### config.mk
export PLATFORM = sky130hd
export DESIGN_NAME = hecc_corrector
export DESIGN_NICKNAME = d
export VERILOG_FILES = /design/src/rtl/hecc_pkg.sv /design/src/rtl/hecc_ctrl.sv /design/src/rtl/hecc_datapath.sv /design/src/rtl/hecc_corrector.sv
export SDC_FILE = /design/constraint.sdc
export NUM_CORES = 1
export LEC_CHECK = 0
export ABC_AREA = 1
export CAP_MARGIN = 10
export CORE_MARGIN = 4
export CORE_UTILIZATION = 58
export DETAILED_ROUTE_END_ITERATION = 7
export DONT_BUFFER_PORTS = 1
export GPL_TIMING_DRIVEN = 0
export PLACE_DENSITY_LB_ADDON = 0.2
export SLEW_MARGIN = 20
export SYNTH_ARGS = -nofsm -noshare
export SYNTH_HDL_FRONTEND = slang
export SYNTH_SLANG_ARGS = --single-unit
### constraint.sdc
create_clock -name clk -period 1.5 [get_ports clk]
set_input_delay 0.375 -clock clk [delete_from_list [all_inputs] [get_ports clk]]
set_output_delay 0.375 -clock clk [all_outputs]
set_load 0.01 [all_outputs]
### src/rtl/hecc_pkg.sv
package hecc_pkg;
  typedef enum logic [1:0] {
    ST_CLEAN   = 2'd0,
    ST_FIXED   = 2'd1,
    ST_CODEERR = 2'd2,
    ST_BAD     = 2'd3
  } hecc_status_e;

  typedef struct packed {
    logic capture;
  } hecc_ctrl_t;
endpackage

### src/rtl/hecc_ctrl.sv
module hecc_ctrl
  import hecc_pkg::*;
(
  input  logic       clk,
  input  logic       rst_n,
  input  logic       inValid,
  output hecc_ctrl_t ctl,
  output logic       outValid
);
  always_comb ctl.capture = inValid;

  always_ff @(posedge clk) begin
    if (!rst_n) outValid <= 1'b0;
    else        outValid <= inValid;
  end
endmodule

### src/rtl/hecc_datapath.sv
module hecc_datapath
  import hecc_pkg::*;
#(
  parameter int CODE_W       = 24,
  parameter int RAW_W        = 32,
  parameter int SECTOR_BYTES = 512
) (
  input  logic                clk,
  input  logic                rst_n,
  input  hecc_ctrl_t          ctl,
  input  logic [CODE_W-1:0]   storedCode,
  input  logic [CODE_W-1:0]   calcCode,
  input  logic [RAW_W-1:0]    rawParity,
  output logic [CODE_W-1:0]   foldCode,
  output logic [1:0]          outStatus,
  output logic [CODE_W/2-4:0] outByte,
  output logic [7:0]          outMask
);
  localparam int HALF_W  = CODE_W / 2;
  localparam int SEL_W   = 3;
  localparam int LANES   = 1 << SEL_W;
  localparam int IDX_W   = HALF_W - SEL_W;
  localparam int RAW_HI  = RAW_W / 2;

  // parity word folding: drop reserved nibbles, invert
  logic unusedReserved;
  always_comb begin
    foldCode = ~{rawParity[RAW_HI+HALF_W-1:RAW_HI], rawParity[HALF_W-1:0]};
    unusedReserved = ^{rawParity[RAW_W-1:RAW_HI+HALF_W], rawParity[RAW_HI-1:HALF_W]};
  end

  logic [CODE_W-1:0] diff;
  logic [HALF_W-1:0] hiHalf, loHalf;
  logic [IDX_W-1:0]  byteIdx;
  logic [SEL_W-1:0]  bitSel;
  logic              isPair, inRange, isSingle;
  logic [LANES-1:0]  maskNext;

  always_comb begin
    diff     = storedCode ^ calcCode;
    hiHalf   = diff[CODE_W-1:HALF_W];
    loHalf   = diff[HALF_W-1:0];
    isPair   = (hiHalf ^ loHalf) == {HALF_W{1'b1}};
    byteIdx  = diff[CODE_W-1:HALF_W+SEL_W];
    bitSel   = diff[HALF_W+SEL_W-1:HALF_W];
    inRange  = 32'(byteIdx) < SECTOR_BYTES;
    isSingle = (diff != '0) && ((diff & (diff - 1'b1)) == '0);
  end

  for (genvar g = 0; g < LANES; g++) begin : g_lane
    assign maskNext[g] = (bitSel == SEL_W'(g));
  end

  hecc_status_e statusNext;
  logic [IDX_W-1:0] byteNext;
  logic [LANES-1:0] maskSel;

  always_comb begin
    statusNext = ST_BAD;
    byteNext   = '0;
    maskSel    = '0;
    if (diff == '0) begin
      statusNext = ST_CLEAN;
    end else if (isPair) begin
      if (inRange) begin
        statusNext = ST_FIXED;
        byteNext   = byteIdx;
        maskSel    = maskNext;
      end
    end else if (isSingle) begin
      statusNext = ST_CODEERR;
    end
  end

  always_ff @(posedge clk) begin
    if (!rst_n) begin
      outStatus <= '0;
      outByte   <= '0;
      outMask   <= '0;
    end else if (ctl.capture) begin
      outStatus <= statusNext;
      outByte   <= byteNext;
      outMask   <= maskSel;
    end
  end
endmodule

### src/rtl/hecc_corrector.sv
module hecc_corrector
  import hecc_pkg::*;
#(
  parameter int SECTOR_BYTES = 512
) (
  input  logic        clk,
  input  logic        rst_n,
  input  logic        inValid,
  input  logic [23:0] storedCode,
  input  logic [23:0] calcCode,
  input  logic [31:0] rawParity,
  output logic [23:0] foldCode,
  output logic        outValid,
  output logic [1:0]  outStatus,
  output logic [8:0]  outByte,
  output logic [7:0]  outMask
);
  hecc_ctrl_t ctl;

  hecc_ctrl u_ctrl (
    .clk(clk), .rst_n(rst_n), .inValid(inValid), .ctl(ctl), .outValid(outValid)
  );

  hecc_datapath #(.CODE_W(24), .RAW_W(32), .SECTOR_BYTES(SECTOR_BYTES)) u_dp (
    .clk(clk), .rst_n(rst_n), .ctl(ctl),
    .storedCode(storedCode), .calcCode(calcCode), .rawParity(rawParity),
    .foldCode(foldCode), .outStatus(outStatus), .outByte(outByte), .outMask(outMask)
  );
endmodule

== Word-level counts from Yosys, hierarchy flattened ==
Index checks and enable logic that the tools add are counted.

* Register bits after elaboration: 20
* Input bits: 83
* Output and inout port bits: 44
* Logic and storage cells: 29

* Add/sub/neg operators: 1
* Equality and inequality tests: 8
* Multiplexer cells: 7
* Bitwise gates (word level): 4
* Reduce and logical (&&, ||, !) cells: 5

{| class="wikitable"
|+ Operators by type and width
! cell !! count
|-
| $logic_not A24 Y1 || 2
|-
| $and A24 B24 Y24 || 1
|-
| $not A24 Y24 || 1
|-
| $reduce_bool A24 Y1 || 1
|-
| $sub A24 B1 Y24 const B || 1
|-
| $xor A24 B24 Y24 || 1
|-
| $mux W9 || 2
|-
| $mux W8 || 2
|-
| $eq A12 B12 Y1 const B || 1
|-
| $eq A3 B3 Y1 const B || 4
|-
| $xor A12 B12 Y12 || 1
|-
| $eq A3 B2 Y1 const B || 2
|-
| $mux W2 || 2
|-
| $eq A3 B1 Y1 const B || 1
|-
| $logic_not A3 Y1 || 1
|-
| $logic_and A1 B1 Y1 || 1
|-
| $mux W1 || 1
|}

== Depth between registers and ports, before layout ==
Gate-level depths: netlist of the first run.

* Word-level depth: 8
* Mapped depth: 16
* Gate-level depth less buffers: 16

== Cells and area by module ==
From an unflattened synthesis of the first run, not the netlist that was laid out.

* Cell total of the unflattened synthesis: 421
* Area total of the unflattened synthesis: 2,185.8 µm²

{| class="wikitable"
|+ By module, submodules not included
! module !! instances !! cells each !! area each (µm²) !! seq. area each (µm²)
|-
| hecc_datapath || 1 || 417 || 2,150.8 || 380.4
|-
| hecc_ctrl || 1 || 4 || 35.0 || 20.0
|}

== Worst setup path before layout of the first run ==
OpenSTA, ideal clock, no wires.

* Path type: input to register
* From: input port storedCode[6]
* To: register u_dp.outStatus[0]
* Library setup time: 0.112 ns
* Arrival time: 1.413 ns
* Required time: 1.388 ns
* Slack: -0.025 ns
* Stages: 14
* Path through: inv_1 nand2_1 nand2_1 nand2_2 inv_1 nand2_1 nor2_4 nand2_1 o21ai_0 nand3_1 nor2_1 nand2_1 nand2_1 nand2_1

* Cells in the longest elaborated chain, start to end: 8
* Elaborated cells on any way between the ends: 12
* Classes of those cells: add/sub: 1; eq/ne: 1; mux: 3; bitwise: 3; reduce/logical: 4

{| class="wikitable"
|+ Ends and longest elaborated chain
! item !! RTL line !! RTL
|-
| start: declaration || hecc_corrector.sv:9 || <nowiki>input logic [23:0] storedCode,</nowiki>
|-
| $xor A24 B24 Y24 * || hecc_datapath.sv:40 || <nowiki>diff = storedCode ^ calcCode;</nowiki>
|-
| $sub A24 B1 Y24 || hecc_datapath.sv:47 || <nowiki>isSingle = (diff != '0) && ((diff & (diff - 1'b1)) == '0);</nowiki>
|-
| $and A24 B24 Y24 || hecc_datapath.sv:47 ||
|-
| $logic_not A24 Y1 || hecc_datapath.sv:47 ||
|-
| $logic_and A1 B1 Y1 || hecc_datapath.sv:47 ||
|-
| $mux W1 || hecc_datapath.sv:70 || <nowiki>end else if (isSingle) begin</nowiki>
|-
| $mux W2 || hecc_datapath.sv:64 || <nowiki>end else if (isPair) begin</nowiki>
|-
| $mux W2 * || hecc_datapath.sv:62 || <nowiki>if (diff == '0) begin</nowiki>
|-
| end signal: assignment || hecc_datapath.sv:81 || <nowiki>outStatus <= statusNext;</nowiki>
|-
| end: declaration || hecc_datapath.sv:15 || <nowiki>output logic [1:0] outStatus,</nowiki>
|}

Mark *: on every way between the ends. The rest lies on a longest branch, timed or not.
A chain may end at the register's enable or synchronous reset.

== Final worst setup path of the first run ==
* From: input port calcCode[0]
* To: register u_dp.outStatus[0]

* Cells in the longest elaborated chain, start to end: 8
* Elaborated cells on any way between the ends: 12
* Classes of those cells: add/sub: 1; eq/ne: 1; mux: 3; bitwise: 3; reduce/logical: 4

{| class="wikitable"
|+ Ends and longest elaborated chain
! item !! RTL line !! RTL
|-
| start: declaration || hecc_corrector.sv:10 || <nowiki>input logic [23:0] calcCode,</nowiki>
|-
| $xor A24 B24 Y24 * || hecc_datapath.sv:40 ||
|-
| $sub A24 B1 Y24 || hecc_datapath.sv:47 ||
|-
| $and A24 B24 Y24 || hecc_datapath.sv:47 ||
|-
| $logic_not A24 Y1 || hecc_datapath.sv:47 ||
|-
| $logic_and A1 B1 Y1 || hecc_datapath.sv:47 ||
|-
| $mux W1 || hecc_datapath.sv:70 ||
|-
| $mux W2 || hecc_datapath.sv:64 ||
|-
| $mux W2 * || hecc_datapath.sv:62 ||
|}

Marked as above.

==> results of run 1 <==
-- report_power, final --
part	leakage [nW]	internal (mW)	total, mW	switching [mW]
combinational	1.48	0.231	0.646	0.415
clock	0.0357	0.356	0.535	0.179
sequential	0.162	0.536	0.542	0.00601
-- logic make-up (layout without fill, tap and decap cells) --
| group | Yosys count | count (layout) | synth area share [%] |
|---|---|---|---|
| xor gates and xnor gates | 5 | 5 | 2.29 |
| DFF | 20 | 20 | 17.9 |
| buffers and inverters | 86 | 113 | 14.9 |
| and+or+nand+nor | 346 | 346 | 61.8 |
| AOI/OAI and AO/OA | 12 | 12 | 3.18 |
-- per-stage QoR --
stage / total power, mW / hold WS, ns / std cells / instance area (um^2) / worst slack, ns
final: 1.72 / 0.279 / 544 / 2930 / -0.0117
after global routing: 1.82 / 0.288 / 544 / 2930 / -0.134
after CTS: 1.54 / 0.281 / 521 / 2390 / 0.00730
after detailed placement: 1.01 / 0.493 / 517 / 2310 / -0.286
after global placement: 0.999 / 0.492 / 517 / 2310 / -0.284
after floorplan: 0.919 / 0.476 / 469 / 2250 / 0.000232
-- per-layer routing --
metal	track usage (%)	vias to the layer above	part of all wire (%)	routed length [um]
li1	-	1445	-	-
met1	31.2	1284	40	2800
met2	43.0	148	50	3520
met3	5.18	6	8.8	615
met4	2.77	0	0.79	55
met5	0	-	0	0
-- path summary, 6_finish.rpt --
check / from / endpoint / slack [ns] / depth (start not counted)
setup / recovery: calcCode[0] / u_dp.outStatus[0] / -0.01 / 16
hold / removal: inValid / u_ctrl.outValid / 0.28 / 2
setup reg to reg: u_dp.outByte[8] / u_dp.outByte[8] / 0.85 / 2
hold reg to reg: u_dp.outMask[4] / u_dp.outMask[4] / 0.50 / 2
-- state kept, by name (all words and copies together) (netlist names) --
register and cells:
u_dp.outStatus 2, u_dp.outMask 8, u_dp.outByte 9, u_ctrl.outValid 1
-- final cells by class --
cell class / count / area (um^2) / area share [%]
multi-input cells: 363 / 1840 / 63.0
clock inverters: 1 / 30.0 / 1.03
flip-flops and latches: 20 / 400 / 13.7
plain buffers: 3 / 22.5 / 0.769
clock buffers: 3 / 41.3 / 1.41
well taps: 48 / 60.1 / 2.05
repair buffers: 23 / 189 / 6.45
inverters: 83 / 342 / 11.7
-- timing repair --
| item | 4_1_cts | 5_1_grt |
|---|---|---|
| resized for setup | 1 | 125 |
| setup endpoints to repair | 1 | 18 |
| pin swaps | 0 | 58 |
| cloned | 0 | 1 |
| setup buffers | 0 | 22 |
-- cell usage in the layout (no fill, tap or decap) --
master	n
dfxtp_1	20
buf_4	21
nor3_4	1
a21oi_1	1
bufinv_16	1
nor3_1	1
o21ai_0	2
buf_12	1
o21ai_1	6
clkbuf_4	1
inv_8	1
inv_4	5
buf_6	2
nand2_2	38
nand4_1	2
clkbuf_8	3
xnor2_1	1
inv_2	12
nor3_2	1
nand3b_1	1
nor2_1	22
xnor2_2	2
nand3_2	1
nor2_4	15
inv_6	2
inv_1	63
o31ai_2	1
o21bai_1	1
clkbuf_1	1
nand2_4	14
nor2_2	9
a31oi_1	1
xor2_2	2
nand3_1	24
nand2_1	217
==> impl_metrics.ini, run 1 <==
[clock_network]
clock-sinks = 20
cts_buffers = 3
cts.clk_slew.worst_paths_ns = 0.08
cts_tree = done
root_buffer = clkbuf_8
clock_path_buffers = 2
clock_latency_ns = 0.26
htree_num_levels = 1
ctsHoldBuffers = 0

[place]
place_congestion = 0.882
dp_hpwl_mm = 5.22
io_buffer_count = 0

[critical_path]
worstPathRequired_ns = 1.66
cp-end-kind = flip-flop
startpoint_type = primary input
crit_family = simple AND/OR/NAND/NOR gates
slowest_delay_ns = 0.19
crit_type = in -> reg
crit_path_frequent_cell = nand2_1
arrival_ns = 1.67
path_cells = inv_2 -> nand2_1 -> nand2_2 -> nor2_2 -> nand2_2 -> nor2_4 -> buf_6 -> nand3b_1 -> nand2_1 -> nand2_1 -> inv_1 -> nand2_1 -> nor2_2 -> nand2_1 -> nand2_1 -> nand2_1
cp_num_buf_inv = 3
cpMaxStageDelayCell = nor2_4
crit_path_max_fanout = 5

[layout]
antenna_cells = 0
fill_cells = 284
post-route-util_pct = 79.4
nets = 580
area_growth_pct = 30.6
layout-drive-gt1-share_pct = 26.8

[timing]
min_period_ns = 1.51
setup_viol = 1
clock_skew_ns = 0
finalCritPeriodShare_pct = 101
rsz0062_at_grt = true
finalSetupTns_ns = -0.0117
relSlewSlack_pct = 58.8
slew_violations = 0
finalHoldViolations = 0
max_freq_ghz = 0.661
worst_pin_slew_ns = 0.615
postLayoutSetupSlackWorst_ns = -0.0117

[run]
cap_violations = 0

[floorplanning]
coreArea_um2 = 3690
dieArea_um2 = 4920
ios = 127
start_util_pct = 60.8
row_count = 22
chipWidth_um = 70.2
die_h_um = 70.2

[logic_synthesis]
synthArstFlopShare_pct = 0
synthesis.area_um2 = 2240
synth.most_common_cell = nand2_1
synth_top_cells_by_area = nand2_1, dfxtp_1, inv_1
ys.flop_type = dfxtp_1
ys_types = 26
ys_warn_count = 0
synth-seq-cells = 20
syn-num-nets = 552
synth_top_cell_area_share_pct = 44.4
yosysTopAreaCell = nand2_1
yosysSeqAreaShare_pct = 17.9
synthCells = 469
synth_edf_count = 0
synth_common_cells = nand2_1, inv_1, nor2_1
avgSynthCellArea_um2 = 4.78

[worst_hold_path]
min_path_type = in -> reg

[global_route]
grt_pass1_wl_mm = 10.2
grt_overflow = 0
grt_max_degree = 13
grt_pass1_vias = 2457
antenna_found_initial = 0
grtUsageTotal_pct = 24.4

[pwr]
p_leak_nw = 1.67
power.density_nw_per_um2 = 588
ir_worst_vdd_mv = 0.529

[routing]
routedWlPerCell_um = 12.8
vias = 2883
first_pass_iters = 5
drc = 0
via_per_inst = 5.30
dr.first_iter.drc_count = 174
antenna_left = 0
totalWireLength_mm = 6.99

[run_status]
outcome = complete, but fails checks
violations = negative setup slack
(Power assumes the default switching activity.)
==> inputs of run 2 (changes only) <==
--- a/config.mk
+++ b/config.mk
@@ -8,7 +8,7 @@
 export ABC_AREA = 1
 export CAP_MARGIN = 10
 export CORE_MARGIN = 4
-export CORE_UTILIZATION = 58
+export CORE_UTILIZATION = 53
 export DETAILED_ROUTE_END_ITERATION = 7
 export DONT_BUFFER_PORTS = 1
 export GPL_TIMING_DRIVEN = 0
==> impl_metrics.ini, run 2 (same netlist as run 1, synthesis figures left out) <==
[run_status]
outcome = finished, final reports clean

[worst_hold_path]
hold_path_depth = 2
min_path_type = in -> reg
hold_end = u_ctrl.outValid
min_from = inValid

[floorplanning]
coreArea_um2 = 4060
die_h_um = 73.0
row_count = 23
dieArea_um2 = 5330
start_util_pct = 55.3
chipWidth_um = 73.0
ios = 127

[place]
place_congestion = 0.881
dp_hpwl_mm = 5.41
io_buffer_count = 0
place_area_um2 = 2310

[layout]
regMostFlops = u_dp.outByte
largest_reg_flops = 9
nets = 578
top_regs = u_dp.outByte: 9 flops, u_dp.outMask: 8 flops, u_dp.outStatus: 2 flops
area_growth_pct = 34.9
antenna_cells = 0
final_cell_area_um2 = 3030
final_cell_mix = nand2_1, inv_1, nand2_2, nand3_1, nor2_1
layout-drive-gt1-share_pct = 31.8
final_common_cell = nand2_1
fill_cells = 355

[critical_path]
crit_path_frequent_cell = nand2_1
timing.rr.start = u_dp.outMask[7]
crit_type = in -> reg
r2r_slack_ns = 0.86
crit_path_max_fanout = 7
cpMaxStageDelayCell = nor2_4
r2r_end = u_dp.outMask[7]
path_cells = inv_1 -> nand2_1 -> nand2_4 -> nor2_2 -> nand2_2 -> nor2_4 -> nand2_1 -> nand2_1 -> nand2_1 -> nor2_1 -> nand2_1 -> nor2_1 -> nand2_1 -> nand2_1 -> nand2_1
startpoint_type = primary input
r2r_cells = 2
worstPathRequired_ns = 1.66
slowest_delay_ns = 0.15
arrival_ns = 1.59
cp-end-kind = flip-flop

[clock_network]
ctsHoldBuffers = 0
clock-sinks = 20
cts_tree = done
htree_num_levels = 1
cts.clk_slew.worst_paths_ns = 0.07
clock_path_buffers = 2
cts_buffers = 3
clock_latency_ns = 0.26
root_buffer = clkbuf_8

[routing]
via_per_inst = 5.20
dr.first_iter.drc_count = 212
antenna_left = 0
routedWlPerCell_um = 13.1
totalWireLength_mm = 7.14
drc = 0
vias = 2828
first_pass_iters = 5

[run]
cap_violations = 0

[global_route]
grt_overflow = 0
grt_pass1_wl_mm = 9.85
grtUsageTotal_pct = 22.9
grt_max_degree = 13
antenna_found_initial = 0
grt_pass1_vias = 2335

[timing]
relSlewSlack_pct = 59.5
finalHoldViolations = 0
worst_pin_slew_ns = 0.605
min_period_ns = 1.43
clock_skew_ns = 0
finalCritPeriodShare_pct = 95.1
setup_viol = 0
slew_violations = 0
max_freq_ghz = 0.701

[pwr]
p_total_mw = 1.75
power.density_nw_per_um2 = 579
ir_worst_vdd_mv = 0.463
p_leak_nw = 1.66
-- run 2: layout make-up --
cell class              instances  area [um^2]  share of cell area, %
multi-input cells             363         1930                   63.9
flip-flops and latches         20          400                   13.2
inverters                      83          370                   12.2
repair buffers                 21          165                   5.46
well taps                      50         62.6                   2.07
clock buffers                   3         41.3                   1.36
clock inverters                 1         30.0                  0.993
plain buffers                   3         22.5                  0.744
-- run 2: how the worst max path moves through the flow --
stage / startpoint / end / slack, ns
2_1_floorplan: calcCode[5] / u_dp.outStatus[0] / 0.0002
3_3_place_gp: storedCode[17] / u_dp.outByte[2] / -0.24
3_5_place_dp: storedCode[17] / u_dp.outByte[1] / -0.30
4_1_cts: calcCode[21] / u_dp.outByte[1] / 0.02
5_1_grt: calcCode[14] / u_dp.outStatus[0] / -0.07
6_report: calcCode[14] / u_dp.outStatus[0] / 0.07
-- run 2: per-layer routing --
layer / up-vias / global-route usage, % / share of wire (%)
met3: 16 / 4.96 / 8.7
met2: 150 / 39.6 / 50
met5: - / 0 / 0
met1: 1235 / 28.0 / 39
met4: 0 / 6.97 / 2.2
li1: 1427 / - / -
-- run 2: report_power, final --
group	switching, mW	internal [mW]
clock network	0.185	0.356
registers	0.00630	0.536
logic	0.419	0.249
-- run 2: worst max-delay path: cells and delay by family --
family / cells / cell delay [ns]
simple gates: 14 / 1.17
buf+inv: 1 / 0.03
-- run 2: per-stage QoR --
step	utilization, %	setup slack (ns)	TNS (ns)	cells	hold WS [ns]
2_1_floorplan	-	0.000232	0	469	0.476
3_3_place_gp	57.0	-0.237	-3.47	519	0.493
3_5_place_dp	57.0	-0.303	-4.45	519	0.492
4_1_cts	59.1	0.0163	0	523	0.267
5_1_grt	74.6	-0.0665	-0.276	544	0.320
6_report	74.6	0.0739	0	544	0.277
-- run 2: repair_timing --
| item | in CTS | in global routing |
|---|---|---|
| pin swaps | 0 | 79 |
| setup buffers | 0 | 20 |
| resized for setup | 2 | 156 |
| cloned | 0 | 1 |
| setup endpoints to repair | 7 | 18 |
==> inputs of run 3 (changes only) <==
--- a/config.mk
+++ b/config.mk
@@ -13,7 +13,8 @@
 export DONT_BUFFER_PORTS = 1
 export GPL_TIMING_DRIVEN = 0
 export PLACE_DENSITY_LB_ADDON = 0.2
-export SLEW_MARGIN = 20
+export SKIP_LAST_GASP = 1
+export SLEW_MARGIN = 30
 export SYNTH_ARGS = -nofsm -noshare
 export SYNTH_HDL_FRONTEND = slang
 export SYNTH_SLANG_ARGS = --single-unit
==> impl_metrics.ini, run 3 (same netlist as run 1, synthesis figures left out) <==
[timing]
min_period_ns = 1.42
postLayoutSetupSlackWorst_ns = 0.0785
worst_pin_slew_ns = 0.601
rsz0062_at_grt = true
max_freq_ghz = 0.703
relSlewSlack_pct = 59.8
whs_ns = 0.277
setup_viol = 0
slew_violations = 0
clock_skew_ns = 0
finalCritPeriodShare_pct = 94.8
finalHoldViolations = 0

[clock_network]
clock_path_buffers = 2
ctsHoldBuffers = 0
clock-sinks = 20
root_buffer = clkbuf_8
clock_latency_ns = 0.26
cts_buffers = 3
cts.clk_slew.worst_paths_ns = 0.07
htree_num_levels = 1
cts_tree = done

[pwr]
p_leak_nw = 1.66
netSwitchingPower_mw = 0.615
swShare_pct = 35.0
combPwrFrac_pct = 38.0
p_int_mw = 1.14
ir_worst_vdd_mv = 0.465
seqPwrFrac_pct = 30.9
power.density_nw_per_um2 = 581
clkPwrFrac_pct = 31.1
p_total_mw = 1.76

[worst_hold_path]
hold_path_depth = 2
min_from = inValid
hold_end = u_ctrl.outValid
min_path_type = in -> reg

[global_route]
grt_pass1_vias = 2335
grt_overflow = 0
grt_pass1_wl_mm = 9.85
antenna_found_initial = 0
grtUsageTotal_pct = 22.9
grt_max_degree = 13

[routing]
drc = 0
vias = 2849
via_per_inst = 5.24
dr.first_iter.drc_count = 232
first_pass_iters = 5
totalWireLength_mm = 7.18
routedWlPerCell_um = 13.2
antenna_left = 0

[layout]
final_cell_mix = nand2_1, inv_1, nand2_2, nand3_1, nor2_1
largest_reg_flops = 9
layout-drive-gt1-share_pct = 31.6
nets = 578
finalNonFillerCells = 544
fill_cells = 358
final-seq-area_um2 = 400
final_common_cell = nand2_1
regMostFlops = u_dp.outByte
multi_input_area_um2 = 1930
top_regs = u_dp.outByte: 9 flops, u_dp.outMask: 8 flops, u_dp.outStatus: 2 flops
area_growth_pct = 34.7
post-route-util_pct = 74.4
antenna_cells = 0

[floorplanning]
start_util_pct = 55.3
coreArea_um2 = 4060
die_h_um = 73.0
row_count = 23
dieArea_um2 = 5330
chipWidth_um = 73.0
ios = 127

[critical_path]
crit_path_max_fanout = 6
startpoint = storedCode[4]
cp-end-kind = flip-flop
startpoint_type = primary input
r2r_cells = 2
r2r_end = u_dp.outByte[1]
r2r_slack_ns = 0.85
timing.rr.start = u_dp.outByte[1]
arrival_ns = 1.59
worstPathRequired_ns = 1.67
crit_type = in -> reg

[place]
place_inst = 519
dp_hpwl_mm = 5.41
io_buffer_count = 0
pre_cts_ws_ns = -0.303
place_congestion = 0.881

[run_status]
outcome = finished, final reports clean

[run]
cap_violations = 0
run 3: worst max-delay path by stage:
stage | to | slack (ns) | cells after the start
finish | u_dp.outStatus[0] | 0.08 | 15
global route | u_dp.outStatus[0] | -0.07 | 15
CTS | u_dp.outByte[1] | 0.02 | 10
detailed placement | u_dp.outByte[1] | -0.30 | 12
global placement | u_dp.outByte[2] | -0.24 | 12
floorplan | u_dp.outStatus[0] | 0.0002 | 16
run 3: layout make-up:
cell class	count	share of cell area, %
multi-input cells	363	63.9
well taps	50	2.07
flip-flops and latches	20	13.3
repair buffers	21	5.47
inverters	83	12.2
clock inverters	1	0.994
clock buffers	3	1.37
plain buffers	3	0.746
run 3: per-stage QoR:
step                TNS (ns)  cell area [um^2]
CTS                        0              2400
global route          -0.276              3020
floorplan                  0              2250
finish                     0              3020
global placement       -3.47              2310
detailed placement     -4.45              2310
run 3: critical path: stages:
cell	delay, ns
inv_2	0.02
nand2_2	0.07
nand2_4	0.08
nor2_2	0.13
nand2_2	0.08
nor2_4	0.18
nand2_2	0.09
nand2_2	0.07
nand2_1	0.07
nor2_1	0.10
nand2_1	0.07
nor2_1	0.08
nand2_1	0.05
nand2_1	0.06
nand2_1	0.05
run 3: routing by layer:
layer	global-route usage [%]	part of all wire (%)	up-vias	wire, um
met5	0	0	-	0
met4	6.97	2.5	0	181
met3	4.96	9.1	19	650
met2	39.6	49	151	3530
met1	28.0	39	1254	2810
li1	-	-	1425	-
run 3: what timing repair did:
action	in CTS	in global routing
cloned	0	1
setup endpoints to repair	7	18
pin swaps	0	79
buffers inserted	0	20
resized for setup	2	154
run 3: power groups by stage:
stage	registers [mW]	logic (mW)	clock network, mW
floorplan	0.553	0.366	0
global placement	0.554	0.448	0
detailed placement	0.555	0.455	0
CTS	0.542	0.459	0.555
global route	0.543	0.736	0.568
finish	0.542	0.667	0.546
